### src/rtl/int_addsub_pkg.sv
package int_addsub_pkg;

    localparam int AS_XLEN  = 64;
    localparam int AS_IMMW  = 16;
    localparam int AS_HISH  = 16;
    localparam int AS_CONDW = 4;

    typedef enum logic [2:0] {
        AS_ADD      = 3'd0,
        AS_SUBFROM  = 3'd1,
        AS_ADDEXT   = 3'd2,
        AS_ADDM1    = 3'd3,
        AS_ADDZ     = 3'd4,
        AS_ADDIMM   = 3'd5,
        AS_ADDIMMHI = 3'd6,
        AS_SUBIMM   = 3'd7
    } as_op_e;

    typedef struct packed {
        logic [AS_XLEN-1:0] x;
        logic [AS_XLEN-1:0] y;
        logic               cin;
    } as_operands_t;

    typedef struct packed {
        logic [AS_XLEN-1:0] sum;
        logic               c_half;
        logic               c_full;
    } as_sum_t;

    function automatic logic [AS_XLEN-1:0] as_sext(input logic [AS_IMMW-1:0] imm);
        return {{(AS_XLEN-AS_IMMW){imm[AS_IMMW-1]}}, imm};
    endfunction

    function automatic logic as_op_writes_carry(input as_op_e op);
        return (op == AS_ADDEXT) || (op == AS_ADDM1) ||
               (op == AS_ADDZ)   || (op == AS_SUBIMM);
    endfunction

    function automatic logic as_op_uses_r0_rule(input as_op_e op);
        return (op == AS_ADDIMM) || (op == AS_ADDIMMHI);
    endfunction

endpackage

### src/rtl/int_addsub_opsel.sv
module int_addsub_opsel
    import int_addsub_pkg::*;
(
    input  as_op_e              op,
    input  logic [AS_XLEN-1:0]  a,
    input  logic [AS_XLEN-1:0]  b,
    input  logic [AS_IMMW-1:0]  imm,
    input  logic                ra_is_r0,
    input  logic                ca,
    output as_operands_t        opnd
);
    logic [AS_XLEN-1:0] a_eff;
    logic [AS_XLEN-1:0] imm_lo;
    logic [AS_XLEN-1:0] imm_hi;

    always_comb begin
        a_eff  = (as_op_uses_r0_rule(op) && ra_is_r0) ? '0 : a;
        imm_lo = as_sext(imm);
        imm_hi = imm_lo << AS_HISH;
    end

    always_comb begin
        opnd = '{x: a_eff, y: b, cin: 1'b0};
        unique case (op)
            AS_ADD:      opnd = '{x: a,     y: b,      cin: 1'b0};
            AS_SUBFROM:  opnd = '{x: ~a,    y: b,      cin: 1'b1};
            AS_ADDEXT:   opnd = '{x: a,     y: b,      cin: ca};
            AS_ADDM1:    opnd = '{x: a,     y: '1,     cin: ca};
            AS_ADDZ:     opnd = '{x: a,     y: '0,     cin: ca};
            AS_ADDIMM:   opnd = '{x: a_eff, y: imm_lo, cin: 1'b0};
            AS_ADDIMMHI: opnd = '{x: a_eff, y: imm_hi, cin: 1'b0};
            AS_SUBIMM:   opnd = '{x: ~a,    y: imm_lo, cin: 1'b1};
            default:     opnd = '{x: a,     y: b,      cin: 1'b0};
        endcase
    end
endmodule

### src/rtl/int_addsub_adder.sv
module int_addsub_adder #(
    parameter int W = 64
) (
    input  logic [W-1:0] x,
    input  logic [W-1:0] y,
    input  logic         cin,
    output logic [W-1:0] sum,
    output logic         c_half,
    output logic         c_full
);
    localparam int H  = W / 2;
    localparam int HU = W - H;

    logic [H:0]  lo;
    logic [HU:0] hi;

    always_comb begin
        lo = {1'b0, x[H-1:0]} + {1'b0, y[H-1:0]} + {{H{1'b0}}, cin};
        hi = {1'b0, x[W-1:H]} + {1'b0, y[W-1:H]} + {{HU{1'b0}}, lo[H]};
        sum    = {hi[HU-1:0], lo[H-1:0]};
        c_half = lo[H];
        c_full = hi[HU];
    end
endmodule

### src/rtl/int_addsub_cond.sv
module int_addsub_cond #(
    parameter int W = 64
) (
    input  logic [W-1:0] res,
    input  logic         so,
    output logic [3:0]   cond
);
    logic is_neg;
    logic is_zero;

    always_comb begin
        is_neg  = res[W-1];
        is_zero = (res == '0);
        cond    = {is_neg, !is_neg && !is_zero, is_zero, so};
    end
endmodule

### src/rtl/int_addsub.sv
module int_addsub
    import int_addsub_pkg::*;
(
    input  logic [63:0] a_i,
    input  logic [63:0] b_i,
    input  logic [15:0] imm_i,
    input  logic [2:0]  op_i,
    input  logic        ra_is_r0_i,
    input  logic        ca_i,
    input  logic        so_i,
    input  logic        rec_i,
    output logic [63:0] res_o,
    output logic [1:0]  carry_o,
    output logic        carry_we_o,
    output logic [3:0]  cond_o,
    output logic        cond_we_o
);
    as_op_e       op;
    as_operands_t opnd;
    as_sum_t      s;

    assign op = as_op_e'(op_i);

    int_addsub_opsel u_opsel (
        .op       (op),
        .a        (a_i),
        .b        (b_i),
        .imm      (imm_i),
        .ra_is_r0 (ra_is_r0_i),
        .ca       (ca_i),
        .opnd     (opnd)
    );

    int_addsub_adder #(.W(AS_XLEN)) u_adder (
        .x      (opnd.x),
        .y      (opnd.y),
        .cin    (opnd.cin),
        .sum    (s.sum),
        .c_half (s.c_half),
        .c_full (s.c_full)
    );

    int_addsub_cond #(.W(AS_XLEN)) u_cond (
        .res  (s.sum),
        .so   (so_i),
        .cond (cond_o)
    );

    assign res_o      = s.sum;
    assign carry_o    = {s.c_half, s.c_full};
    assign carry_we_o = as_op_writes_carry(op);
    assign cond_we_o  = rec_i;
endmodule

### config.mk
export PLATFORM = sky130hd
export DESIGN_NAME = int_addsub
export DESIGN_NICKNAME = d
export VERILOG_FILES = /design/src/rtl/int_addsub_pkg.sv /design/src/rtl/int_addsub_opsel.sv /design/src/rtl/int_addsub_adder.sv /design/src/rtl/int_addsub_cond.sv /design/src/rtl/int_addsub.sv
export SDC_FILE = /design/constraint.sdc
export NUM_CORES = 1
export LEC_CHECK = 0
export ABC_AREA = 1
export CAP_MARGIN = 0
export CORE_MARGIN = 1
export CORE_UTILIZATION = 46
export DETAILED_ROUTE_END_ITERATION = 12
export DONT_BUFFER_PORTS = 1
export PLACE_DENSITY_LB_ADDON = 0.2
export SYNTH_ARGS = -nofsm -noshare
export SYNTH_HDL_FRONTEND = slang
export SYNTH_SLANG_ARGS = --single-unit
export TNS_END_PERCENT = 5
### constraint.sdc
create_clock -name vclk -period 13.7
set_clock_uncertainty 0.05 [all_clocks]
set_input_delay 4.11 -clock vclk [all_inputs]
set_output_delay 4.11 -clock vclk [all_outputs]
set_load 0.005 [all_outputs]
## After elaboration in Yosys (flattened, before gate mapping)

Index checks and enable logic that the tools add are counted.
W data, S select, Z words.

| word-level totals | value |
|---|---|
| flip-flop bits (word level) | 0 |
| bits in latches | 0 |
| RAM bits | 0 |
| ROM bits | 0 |
| logic and storage cells | 24 |
| memories kept | 0 |

| operators by class | value |
|---|---|
| add/sub/neg operators | 4 |
| $mul | 0 |
| divide/modulo/power cells | 0 |
| $lt $le $gt $ge | 0 |
| eq/ne operators | 7 |
| shift operators | 0 |
| mux-type cells | 2 |
| bitwise operators | 1 |
| reduce and logical (&&, ||, !) cells | 10 |

Operator list:

| cell | count |
|---|---|
| $pmux W129 S8 | 1 |
| $add A32 B32 Y33 | 2 |
| $add A33 B1 Y33 | 2 |
| $logic_not A64 Y1 | 1 |
| $mux W64 | 1 |
| $not A64 Y64 | 1 |
| $eq A3 B3 Y1 const B | 4 |
| $eq A3 B2 Y1 const B | 2 |
| $logic_or A1 B1 Y1 | 4 |
| $eq A3 B1 Y1 const B | 1 |
| $logic_not A3 Y1 | 1 |
| $logic_and A1 B1 Y1 | 2 |
| $logic_not A1 Y1 | 2 |

## Longest topological paths before layout

| depth | value |
|---|---|
| depth in word-level cells | 11 |
| gate-level depth with buffers | 38 |

## By module

A second synthesis with hierarchy kept.

| unflattened totals | value |
|---|---|
| cell total of the unflattened synthesis | 1705 |
| area total of the unflattened synthesis | 7821.3 um^2 |

Modules (own cells, without submodules):

| module | instances | cells an instance | area each (um^2) |
|---|---|---|---|
| int_addsub_adder | 1 | 1024 | 4974.8 |
| int_addsub_opsel | 1 | 607 | 2547.4 |
| int_addsub_cond | 1 | 67 | 266.5 |
| int_addsub | 1 | 7 | 32.5 |

## Worst setup path after synthesis

No wires, ideal clock.

| timing | value |
|---|---|
| kind | input -> output |
| start | in op_i[0] |
| end | out cond_o[1] |
| arrival | 8.449 ns |
| setup slack | 1.091 ns |
| stages on the path | 38 |
| path through | nor2_1 -> nor2_1 -> nor2_1 -> clkinv_1 -> nand3_1 -> clkbuf_1 -> nand2_1 -> o21ai_0 -> fa_1 -> inv_1 -> fa_1 -> inv_1 -> nand3_1 -> nand2_1 -> nand2_1 -> nand2_1 -> nand2_1 -> nand2_2 -> [2 not listed] -> inv_1 -> nand2_1 -> nand2_1 -> nand2_1 -> nand2_1 -> nand2_1 -> nand2_1 -> nand2_1 -> nand2_1 -> inv_1 -> nor2_1 -> nand2_1 -> nor2_1 -> nand2_1 -> nor2_1 -> nand4_1 -> nor2_1 -> buf_4 |

| between the ends | value |
|---|---|
| cells in the longest elaborated chain, start to end | 9 |
| elaborated cells on any way between the ends | 17 |
| classes of those cells | 4 x add/sub; 7 x eq/ne; 2 x mux; 4 x reduce/logical |

Ends and longest elaborated chain:

| item | RTL line | RTL |
|---|---|---|
| from (decl) | int_addsub.sv:7 | `input logic [2:0] op_i,` |
| $eq A3 B3 Y1 | int_addsub_pkg.sv:41, int_addsub_opsel.sv:24 |  |
| $logic_or A1 B1 Y1 | int_addsub_pkg.sv:41 | `return (op == AS_ADDIMM) \|\| (op == AS_ADDIMMHI);` |
| $logic_and A1 B1 Y1 | int_addsub_opsel.sv:17 | `a_eff = (as_op_uses_r0_rule(op) && ra_is_r0) ? '0 : a;` |
| $mux W64 | int_addsub_opsel.sv:17 |  |
| $pmux W129 S8 (*) | int_addsub_opsel.sv:24 | `unique case (op)` |
| $add A32 B32 Y33 | int_addsub_adder.sv:18 | `lo = {1'b0, x[H-1:0]} + {1'b0, y[H-1:0]} + {{H{1'b0}}, cin};` |
| $add A33 B1 Y33 | int_addsub_adder.sv:18 |  |
| $add A33 B1 Y33 (*) | int_addsub_adder.sv:19 | `hi = {1'b0, x[W-1:H]} + {1'b0, y[W-1:H]} + {{HU{1'b0}}, lo[H]};` |
| named net res_o[40] | int_addsub.sv:12 | `output logic [63:0] res_o,` |
| $logic_not A64 Y1 (*) | int_addsub_cond.sv:13 | `is_zero = (res == '0);` |
| to (decl) | int_addsub.sv:15 | `output logic [3:0] cond_o,` |

Mark *: on every way through the listed nets, which the timed path passes. The rest lies on a longest branch.

## Worst setup path in the final report

| timing | value |
|---|---|
| start | in op_i[0] |
| end | out cond_o[1] |

| between the ends | value |
|---|---|
| cells in the longest elaborated chain, start to end | 9 |
| elaborated cells on any way between the ends | 17 |
| classes of those cells | 4 x add/sub; 7 x eq/ne; 2 x mux; 4 x reduce/logical |

Ends and longest elaborated chain:

| item | RTL line |
|---|---|
| $eq A3 B3 Y1 | int_addsub_pkg.sv:41, int_addsub_opsel.sv:24 |
| $logic_or A1 B1 Y1 | int_addsub_pkg.sv:41 |
| $logic_and A1 B1 Y1 | int_addsub_opsel.sv:17 |
| $mux W64 | int_addsub_opsel.sv:17 |
| $pmux W129 S8 (*) | int_addsub_opsel.sv:24 |
| $add A32 B32 Y33 | int_addsub_adder.sv:18 |
| $add A33 B1 Y33 | int_addsub_adder.sv:18 |
| $add A33 B1 Y33 | int_addsub_adder.sv:19 |
| $logic_not A64 Y1 (*) | int_addsub_cond.sv:13 |

Every way passes the cells marked *; elsewhere a longest branch is shown, timed or not.

==> run metrics <==
Final HPWL DP=24.93 mm; global-route wire length before repair=44.57 mm; max frequency=0.07504 GHz; setup violators final=0; Die X=129.3 um; hold_buf cts=0; First-pass DRT Iterations=5; Post-DP Area=0.007858 sq mm; initial antenna violation count=0; Final Hold Vio Count=0; Rel. slew slack=24.69%; PortBufs=0; min Tclk post-route=13.33 ns; Residual DRC=0; Psw=455.3 uW; vias per cell=5.302; initial drt markers=662; Die ar.=0.01673 sq mm; Top-Level Pins=223; Synth Warn #=0; post-route ant nets=0; largest net degree at the start of global routing=50; Mapped Nets=1821; fin area=0.007874 sq mm; PD cells=86.57 mW/mm^2; Worst Path Required=9.54 ns; Cell Area, Synth=0.007457 sq mm; status=finished, final reports clean; critical path arrival=9.17 ns; grt ovf=0; Syn Area/Cell=4.646 sq um; Post-Route Setup TNS=0 ns; layout cells sized above 1=6.051%; synthesized-area fraction occupied by adder cells=11.21%; Gate power share=100.0%; core area=0.01583 sq mm; sequential cells=0; sequential element share of the synthesized area=0%; final net count=1821; switch share=66.80%; Pins Over Slew Limit=0; WL per Instance=15.94 um; CP max stage delay=0.51 ns; CP max stage cell=fa_1; internal power=226.3 uW; Clk pwr share=0%; synth unique cells=35; register area=0 sq um; Place WS=0.3596 ns; Worst Setup End Kind=output port; n_diodes=0; Vias=9645; die height=129.3 um; maximum vdd drop=36.66 uV; area grow syn2layout=5.587%; Row Count=46; Synth Area in XOR/XNOR=1.292%; fill count=1827; Leakage=0.004692 uW; largest family of logic cells by synthesized area=simple AND/OR/NAND/NOR gates; simple-gate portion of the synthesized area=54.65%; vias in the first global route=8825; post-synthesis compound-gate area fraction=15.89%; crit path launch type=input port; Syn Inst Count=1605; CP Class=in -> out; Max-Cap Viols=0; Tightest Pin Transition=1.128 ns; post-synthesis mux area share=0%; area of the multi-input gates=0.006215 sq mm; final wirelength=28.99 mm; Most common cell on crit path=nand2_1; hold depth=0; total track usage=34.00%; initial core utilization=47.11%; Setup WS post-layout=0.3745 ns; RePlAce Congestion=1.035; min-delay worst type=in -> out; critical path peak fanout=30; number of clock buffers in the layout=0; Flop pwr share=0%; Final Cycle Share=97.27%
==> cells in the final DEF (no fill, tap or decap), drive strengths merged, types with 4 or more instances in the layout <==
cell type and instances:
a21oi 82, a31oi 16, and2 6, and3 4, buf 42, ha 62
inv 284, nand2 640, nand3 71, nand3b 21, nand4 20, nor2 193
nor3 17, o21ai 119, o21bai 5, xnor2 7, xor2 4
==> repair_timing <==
action,CTS,global route
setup endpoints to repair,0,2
buffers inserted,0,0
resized for setup,0,3
==> synthesized netlist by cell type, drive strengths merged <==
library cell	number	area, sq um
fa	3	60.06
nand2	640	2447
xor2	4	35.03
nand4	20	125.1
o21ai	119	595.6
o22ai	1	6.260
buf	12	75.07
a211oi	1	7.510
or2	1	6.260
a21oi	82	414.2
nand3	71	375.4
a21o	1	7.510
ha	62	775.7
inv	284	1066
o21a	1	7.510
xnor2	7	61.31
and3	4	25.02
o21bai	5	37.54
nor2	193	774.5
clkbuf	32	120.1
nand3b	21	157.7
a31oi	16	100.1
o221ai	1	8.760
nor3	17	126.4
and2	6	37.54
clkinv	1	3.750
==> worst max-delay path, delay by kind of cell <==
family          cells  cell delay (ns)
xor+xnor            1             0.26
compound gates      2             0.61
simple gates       21             2.57
buf+inv             5             0.59
fa+ha+maj           3             1.02
==> routing by layer <==
metal  global-route usage (%)  part of all wire [%]
met2                    61.95                    48
met5                        0                     0
met4                    13.91                   4.7
met1                    40.54                    40
met3                    3.427                   7.6
==> power by group through the flow <==
stage                     combinational [uW]  sequential, uW  clock [uW]
after floorplan                          472               0           0
final                                    682               0           0
after global routing                     762               0           0
after global placement                   664               0           0
after detailed placement                 668               0           0
after CTS                                671               0           0
==> through the flow <==
stage | util, % | hold slack, ns | total power [uW] | instances
2_1_floorplan | - | 8.251 | 472.1 | 1605
3_3_place_gp | 49.64 | 8.170 | 664.3 | 1819
6_report | 49.75 | 8.170 | 681.6 | 1819
4_1_cts | 49.64 | 8.170 | 671.3 | 1819
3_5_place_dp | 49.64 | 8.170 | 668.0 | 1819
5_1_grt | 49.75 | 8.170 | 762.3 | 1819
==> area by class of cell <==
type,count,share of cell area (%)
timing repair buffer,42,4.052
tap,216,3.432
inverter,285,13.59
multi-input combinational,1276,78.93
==> logic make-up after synthesis <==
family | Yosys count
AOI/OAI and AO/OA | 227
adders and majority gates | 65
buffers and inverters | 329
and+or+nand+nor | 973
xor gates and xnor gates | 11
==> worst paths after layout <==
kind / start / to / slack (ns)
max: op_i[0] / cond_o[1] / 0.37
min: rec_i / cond_we_o / 8.17
(Power assumes the default switching activity.)
